**config.mk**
```make
export PLATFORM = sky130hd
export DESIGN_NAME = nt_mirror_sel
export DESIGN_NICKNAME = d
export VERILOG_FILES = /design/src/rtl/nt_mirror_pkg.sv /design/src/rtl/nt_map_table.sv /design/src/rtl/nt_lookup_stage.sv /design/src/rtl/nt_mirror_sel.sv
export SDC_FILE = /design/constraint.sdc
export NUM_CORES = 1
export LEC_CHECK = 0
export ABC_AREA = 1
export ABC_CLOCK_PERIOD_IN_PS = 1400
export BUFFER_PORTS_ARGS = -buffer_cell sky130_fd_sc_hd__buf_2
export CORE_MARGIN = 4
export CORE_UTILIZATION = 48
export DETAILED_ROUTE_END_ITERATION = 16
export GPL_TIMING_DRIVEN = 0
export PLACE_DENSITY_LB_ADDON = 0.08
export SKIP_LAST_GASP = 1
export SLEW_MARGIN = 20
export SYNTH_ARGS = -nofsm -noshare
export SYNTH_HDL_FRONTEND = slang
export SYNTH_SLANG_ARGS = --single-unit
export TNS_END_PERCENT = 20
```
**constraint.sdc**
```tcl
create_clock -name clk -period 1.4 [get_ports clk]
set_clock_uncertainty 0.15 [all_clocks]
set_input_delay 0.14 -clock clk [delete_from_list [all_inputs] [get_ports clk]]
set_output_delay 0.14 -clock clk [all_outputs]
set_load 0.02 [all_outputs]
```
**src/rtl/nt_mirror_pkg.sv**
```systemverilog
package nt_mirror_pkg;

  localparam int SLOT_BITS = 2;
  localparam int NSLOT     = 1 << SLOT_BITS;
  localparam int PAGE_W    = 2;

  typedef enum logic [1:0] {
    MIR_HORZ   = 2'd0,
    MIR_VERT   = 2'd1,
    MIR_ONE_LO = 2'd2,
    MIR_ONE_HI = 2'd3
  } mir_mode_e;

  typedef struct packed {
    logic              ext;
    logic [PAGE_W-1:0] page;
  } slot_map_t;

  // Page picked for a slot by a standard mirroring arrangement.
  function automatic logic [PAGE_W-1:0] mode_page(mir_mode_e m, logic [SLOT_BITS-1:0] s);
    logic [PAGE_W-1:0] p;
    p = '0;
    case (m)
      MIR_HORZ:   p[0] = s[SLOT_BITS-1];
      MIR_VERT:   p[0] = s[0];
      MIR_ONE_LO: p[0] = 1'b0;
      MIR_ONE_HI: p[0] = 1'b1;
      default:    p[0] = 1'b0;
    endcase
    return p;
  endfunction

endpackage

```
**src/rtl/nt_map_table.sv**
```systemverilog
module nt_map_table
  import nt_mirror_pkg::*;
(
  input  logic                    clk,
  input  logic                    rst_n,
  input  logic                    cfg_load,
  input  logic                    cfg_four,
  input  logic                    cfg_lock,
  input  logic [1:0]              cfg_mode,
  input  logic                    mode_wr,
  input  logic [1:0]              mode_sel,
  input  logic                    map_wr,
  input  logic [NSLOT*PAGE_W-1:0] map_pages,
  output slot_map_t               tbl_o [NSLOT],
  output logic                    lock_o
);

  logic lock_q;

  always_ff @(posedge clk) begin
    if (!rst_n)        lock_q <= 1'b0;
    else if (cfg_load) lock_q <= cfg_lock;
  end

  assign lock_o = lock_q;

  for (genvar i = 0; i < NSLOT; i++) begin : g_slot
    localparam logic [SLOT_BITS-1:0] SIDX = SLOT_BITS'(i);
    slot_map_t cur_q, nxt;

    always_comb begin
      nxt = cur_q;
      if (cfg_load) begin
        if (cfg_four) begin
          nxt.ext  = SIDX[SLOT_BITS-1];
          nxt.page = PAGE_W'(SIDX[0]);
        end else begin
          nxt.ext  = 1'b0;
          nxt.page = mode_page(mir_mode_e'(cfg_mode), SIDX);
        end
      end else if (mode_wr) begin
        if (!lock_q) begin
          nxt.ext  = 1'b0;
          nxt.page = mode_page(mir_mode_e'(mode_sel), SIDX);
        end
      end else if (map_wr) begin
        nxt.page = map_pages[i*PAGE_W +: PAGE_W];
      end
    end

    always_ff @(posedge clk) begin
      if (!rst_n) begin
        cur_q.ext  <= 1'b0;
        cur_q.page <= mode_page(MIR_HORZ, SIDX);
      end else begin
        cur_q <= nxt;
      end
    end

    assign tbl_o[i] = cur_q;
  end

endmodule

```
**src/rtl/nt_lookup_stage.sv**
```systemverilog
module nt_lookup_stage
  import nt_mirror_pkg::*;
#(
  parameter int OFF_W = 10
) (
  input  logic                       clk,
  input  logic                       rst_n,
  input  slot_map_t                  tbl_i [NSLOT],
  input  logic                       req_valid,
  output logic                       req_ready,
  input  logic [OFF_W+SLOT_BITS-1:0] req_addr,
  output logic                       rsp_valid,
  input  logic                       rsp_ready,
  output logic [PAGE_W-1:0]          rsp_bank,
  output logic [OFF_W-1:0]           rsp_off,
  output logic                       rsp_ext
);

  logic [SLOT_BITS-1:0] slot;
  slot_map_t            sel;
  logic                 vld_q;

  assign slot      = req_addr[OFF_W +: SLOT_BITS];
  assign sel       = tbl_i[slot];
  assign req_ready = !vld_q || rsp_ready;
  assign rsp_valid = vld_q;

  always_ff @(posedge clk) begin
    if (!rst_n) begin
      vld_q    <= 1'b0;
      rsp_bank <= '0;
      rsp_off  <= '0;
      rsp_ext  <= 1'b0;
    end else if (req_ready) begin
      vld_q <= req_valid;
      if (req_valid) begin
        rsp_bank <= sel.page;
        rsp_ext  <= sel.ext;
        rsp_off  <= req_addr[OFF_W-1:0];
      end
    end
  end

endmodule

```
**src/rtl/nt_mirror_sel.sv**
```systemverilog
module nt_mirror_sel
  import nt_mirror_pkg::*;
#(
  parameter int OFF_W = 10,
  localparam int AW   = OFF_W + SLOT_BITS,
  localparam int MW   = NSLOT * PAGE_W
) (
  input  logic              clk,
  input  logic              rst_n,
  input  logic              cfg_load,
  input  logic              cfg_four,
  input  logic              cfg_lock,
  input  logic [1:0]        cfg_mode,
  input  logic              mode_wr,
  input  logic [1:0]        mode_sel,
  input  logic              map_wr,
  input  logic [MW-1:0]     map_pages,
  input  logic              req_valid,
  output logic              req_ready,
  input  logic [AW-1:0]     req_addr,
  output logic              rsp_valid,
  input  logic              rsp_ready,
  output logic [PAGE_W-1:0] rsp_bank,
  output logic [OFF_W-1:0]  rsp_off,
  output logic              rsp_ext
);

  slot_map_t        tbl [NSLOT];
  logic             lock_q;
  logic [NSLOT-1:0] slot_ext;
  logic [MW-1:0]    slot_pages;

  nt_map_table u_table (
    .clk       (clk),
    .rst_n     (rst_n),
    .cfg_load  (cfg_load),
    .cfg_four  (cfg_four),
    .cfg_lock  (cfg_lock),
    .cfg_mode  (cfg_mode),
    .mode_wr   (mode_wr),
    .mode_sel  (mode_sel),
    .map_wr    (map_wr),
    .map_pages (map_pages),
    .tbl_o     (tbl),
    .lock_o    (lock_q)
  );

  nt_lookup_stage #(.OFF_W(OFF_W)) u_lookup (
    .clk       (clk),
    .rst_n     (rst_n),
    .tbl_i     (tbl),
    .req_valid (req_valid),
    .req_ready (req_ready),
    .req_addr  (req_addr),
    .rsp_valid (rsp_valid),
    .rsp_ready (rsp_ready),
    .rsp_bank  (rsp_bank),
    .rsp_off   (rsp_off),
    .rsp_ext   (rsp_ext)
  );

  // Flattened views of the table for the bound checker.
  for (genvar i = 0; i < NSLOT; i++) begin : g_flat
    assign slot_ext[i]                   = tbl[i].ext;
    assign slot_pages[i*PAGE_W +: PAGE_W] = tbl[i].page;
  end

endmodule

```
==> flow_metrics.env <==
export IMPL_power_total_uw=1480
export IMPL_relSlewSlack=0.752
export IMPL_p_int_uw=1060
export IMPL_dr_pass1_iters=4
export IMPL_cts_tree="done"
export IMPL_place_congestion=0.739
export IMPL_vias_per_cell=4.60
export IMPL_min_path_cells=5
export IMPL_clk_latency_ns=0.31
export IMPL_fin_area_um2=1740
export IMPL_num_vias=1283
export IMPL_power_leakage_uw=0.000924
export IMPL_hold_viol=0
export IMPL_port_buffers=45
export IMPL_cp_data_arrival_time_ns=1.40
export IMPL_seqPwrFrac=0.513
export IMPL_diodes=0
export IMPL_antenna_left=0
export IMPL_rows=18
export IMPL_cts_buffers=3
export IMPL_netlist_area_leader_share=0.386
export IMPL_overflow=0
export IMPL_r2r_worst_path_cells=4
export IMPL_fp_dieH_um=58.9
export IMPL_dieWidth_um=58.9
export IMPL_cp_num_cells=4
export IMPL_nNetsFinal=289
export IMPL_synth_area_leaders="dfxtp_1 (39%), nor2_1 (12%), nand2_1 (12%), inv_1 (6.9%), ha_1 (6.0%)"
export IMPL_swShare=0.283
export IMPL_clk_pin_slew_worst_paths_ns=0.13
export IMPL_grt_pass1_wl_um=4940
export IMPL_synth_xor_area_share=0
export IMPL_yosys_area_share_adder=0.0604
export IMPL_worst_slack_ns=0.100
export IMPL_pwr_share_clk=0.239
export IMPL_drt_iter0_markers=49
export IMPL_worstPathRequired_ns=1.50
export IMPL_n_fill_cell=219
export IMPL_grt_start_max_net_pins=14
export IMPL_wire_per_inst_um=10.5
export IMPL_initial_utilization=0.502
export IMPL_synth_edff_count=0
export IMPL_layout_drive_gt1_share=0.265
export IMPL_seq_area_um2=480
export IMPL_synth_warnings=0
export IMPL_timing_setup_tns_ns=0
export IMPL_crit_type="reg -> reg"
export IMPL_power_density_nw_per_um2=850
export IMPL_drv_cap=0
export IMPL_cts_root_buf="clkbuf_4"
export IMPL_ys_seq_elements=24
export IMPL_ios=48
export IMPL_drv_slew=0
export IMPL_synth_area_per_cell_um2=6.83
export IMPL_crit_top_cell="nor2_1"
export IMPL_period_share=0.928
export IMPL_grtUsageTotal=0.183
export IMPL_crit_chain="a21oi_1, buf_4, nor2_1, nor2_1"
export IMPL_place_hpwl_um=2140
export IMPL_place_area_um2=1510
export IMPL_synthFlopType="dfxtp_1"
export IMPL_yosys_area_top_type="dfxtp_1"
export IMPL_slowest_delay_ns=0.35
export IMPL_synthMuxAreaShare=0
export IMPL_status="finished clean"
export IMPL_synth_top_family_by_area="simple AND/OR/NAND/NOR gates"
export IMPL_postCtsSetupRepairBufs=0
export IMPL_endpoint_kind="flip-flop"
export IMPL_syn_num_nets=221
export IMPL_ys_top_cells_by_count="nor2_1 (40), nand2_1 (39), dfxtp_1 (24)"
export IMPL_first_global_vias=1266
export IMPL_rsz0062_at_grt="no"
export IMPL_antenna_found_initial=0
export IMPL_syn_area_um2=1240
export IMPL_cts_sinks=24
export IMPL_synthSimpleGateAreaFrac=0.303
export IMPL_drc_errors=0
export IMPL_crit_path_top_delay_cell="dfxtp_1"
export IMPL_setup_viol=0
export IMPL_worst_pin_slew_ns=0.373
export IMPL_async_reset_ff_frac=0
export IMPL_worstSetupStartpointType="flip-flop"
export IMPL_critical_path_top_delay_family="flip-flops"
export IMPL_wl_um=2940
export IMPL_multiInputGateArea_um2=606
export IMPL_preCtsSetupSlack_ns=0.144
export IMPL_peakVddDrop_v=0.000637
export IMPL_synth_cells=182
export IMPL_synth_compound_area_share=0.119
export IMPL_hold_class="in -> reg"
export IMPL_combinationalPowerShare=0.247
export IMPL_yosysUniqueCellTypes=18
export IMPL_yosysMostFrequentCell="nor2_1"
export IMPL_cp_max_fo=10
export IMPL_critPathBufInv=1
export IMPL_fp_dieArea_um2=3470
export IMPL_h_tree_depth=1
export IMPL_area_growth_syn_to_layout_pct=39.6
export IMPL_p_switching_uw=417
export IMPL_min_period_ns=1.30
export IMPL_ys_seq_area_frac=0.386
export IMPL_clock_path_buffers=2
export IMPL_core_um2=2480
export IMPL_fmax_mhz=769
routing by layer:
layer  global-route usage  vias to the layer above  part of all wire
met5                    0                        -                 0
met4               0.0550                        0             0.011
met3               0.0285                        4             0.059
met2                0.360                       33              0.53
met1                0.197                      551              0.40
li1                     -                      695                 -
final timing paths:
| check | end | slack (ns) | start |
|---|---|---|---|
| worst max-delay path | u_lookup.rsp_off[5] | 0.10 | u_lookup.rsp_valid |
| worst min-delay path | u_table.tbl_o[7] | 0.04 | map_pages[3] |
| worst max register to register | u_lookup.rsp_off[5] | 0.10 | u_lookup.rsp_valid |
| worst min register to register | u_lookup.rsp_ext | 0.33 | u_lookup.rsp_ext |
registers in the layout, indices dropped and copies added (netlist names):
register            flops
u_lookup.rsp_bank       2
u_lookup.rsp_off       10
u_lookup.rsp_ext        1
u_table.lock_o          1
u_table.tbl_o           9
u_lookup.rsp_valid      1
cell usage in the layout (no fill, tap or decap), types with 2 or more instances in the layout:
master         count
a21oi_1           11
nand2_2            4
buf_6              3
inv_1             23
o21ai_1            3
dlygate4sd3_1     17
nand3_1            9
o21ai_0           11
buf_2             45
nor2_1            40
buf_4              2
clkbuf_4           4
o21ai_2            3
dfxtp_1           24
nand2_1           38
ha_1               6
final cells by class:
cell class / instances / share of cell area
Multi-Input combinational cell: 127 / 0.349
Sequential cell: 24 / 0.277
Timing Repair Buffer: 63 / 0.236
Inverter: 24 / 0.0533
Buffer: 7 / 0.0425
Tap cell: 30 / 0.0216
Clock buffer: 4 / 0.0209
cells by family after synthesis:
family,count (synthesis)
AO/OA/AOI/OAI,28
AND/OR/NAND/NOR,93
buffers and inverters,31
adder cells (fa/ha/maj),6
flip-flops,24
power groups by stage:
stage / registers, uW / clock network (uW) / logic [uW]
2_1_floorplan: 806 / 0 / 174
3_3_place_gp: 770 / 0 / 313
3_5_place_dp: 772 / 0 / 321
4_1_cts: 757 / 366 / 361
5_1_grt: 763 / 391 / 414
6_report: 758 / 353 / 365
stage by stage:
| step | utilization | hold slack [ns] | std cells |
|---|---|---|---|
| final | 0.701 | 0.0402 | 279 |
| after floorplan | - | 0.129 | 182 |
| after global routing | 0.701 | 0.0568 | 279 |
| after CTS | 0.695 | 0.0364 | 279 |
| after global placement | 0.608 | 0.219 | 257 |
| after detailed placement | 0.608 | 0.233 | 257 |
tightest hold or removal path, stage by stage:
cell and delay (ns):
buf_2 0.09, nand2_1 0.05, nor2_1 0.04, o21ai_2 0.11, nor2_1 0.03
what timing repair did:
action                                  CTS  global route
resized for setup                         0            10
hold buffers                             18             0
endpoints found under the setup margin    0            11
hold endpoints to repair                 18             0
Power figures use the tool's default switching activity.
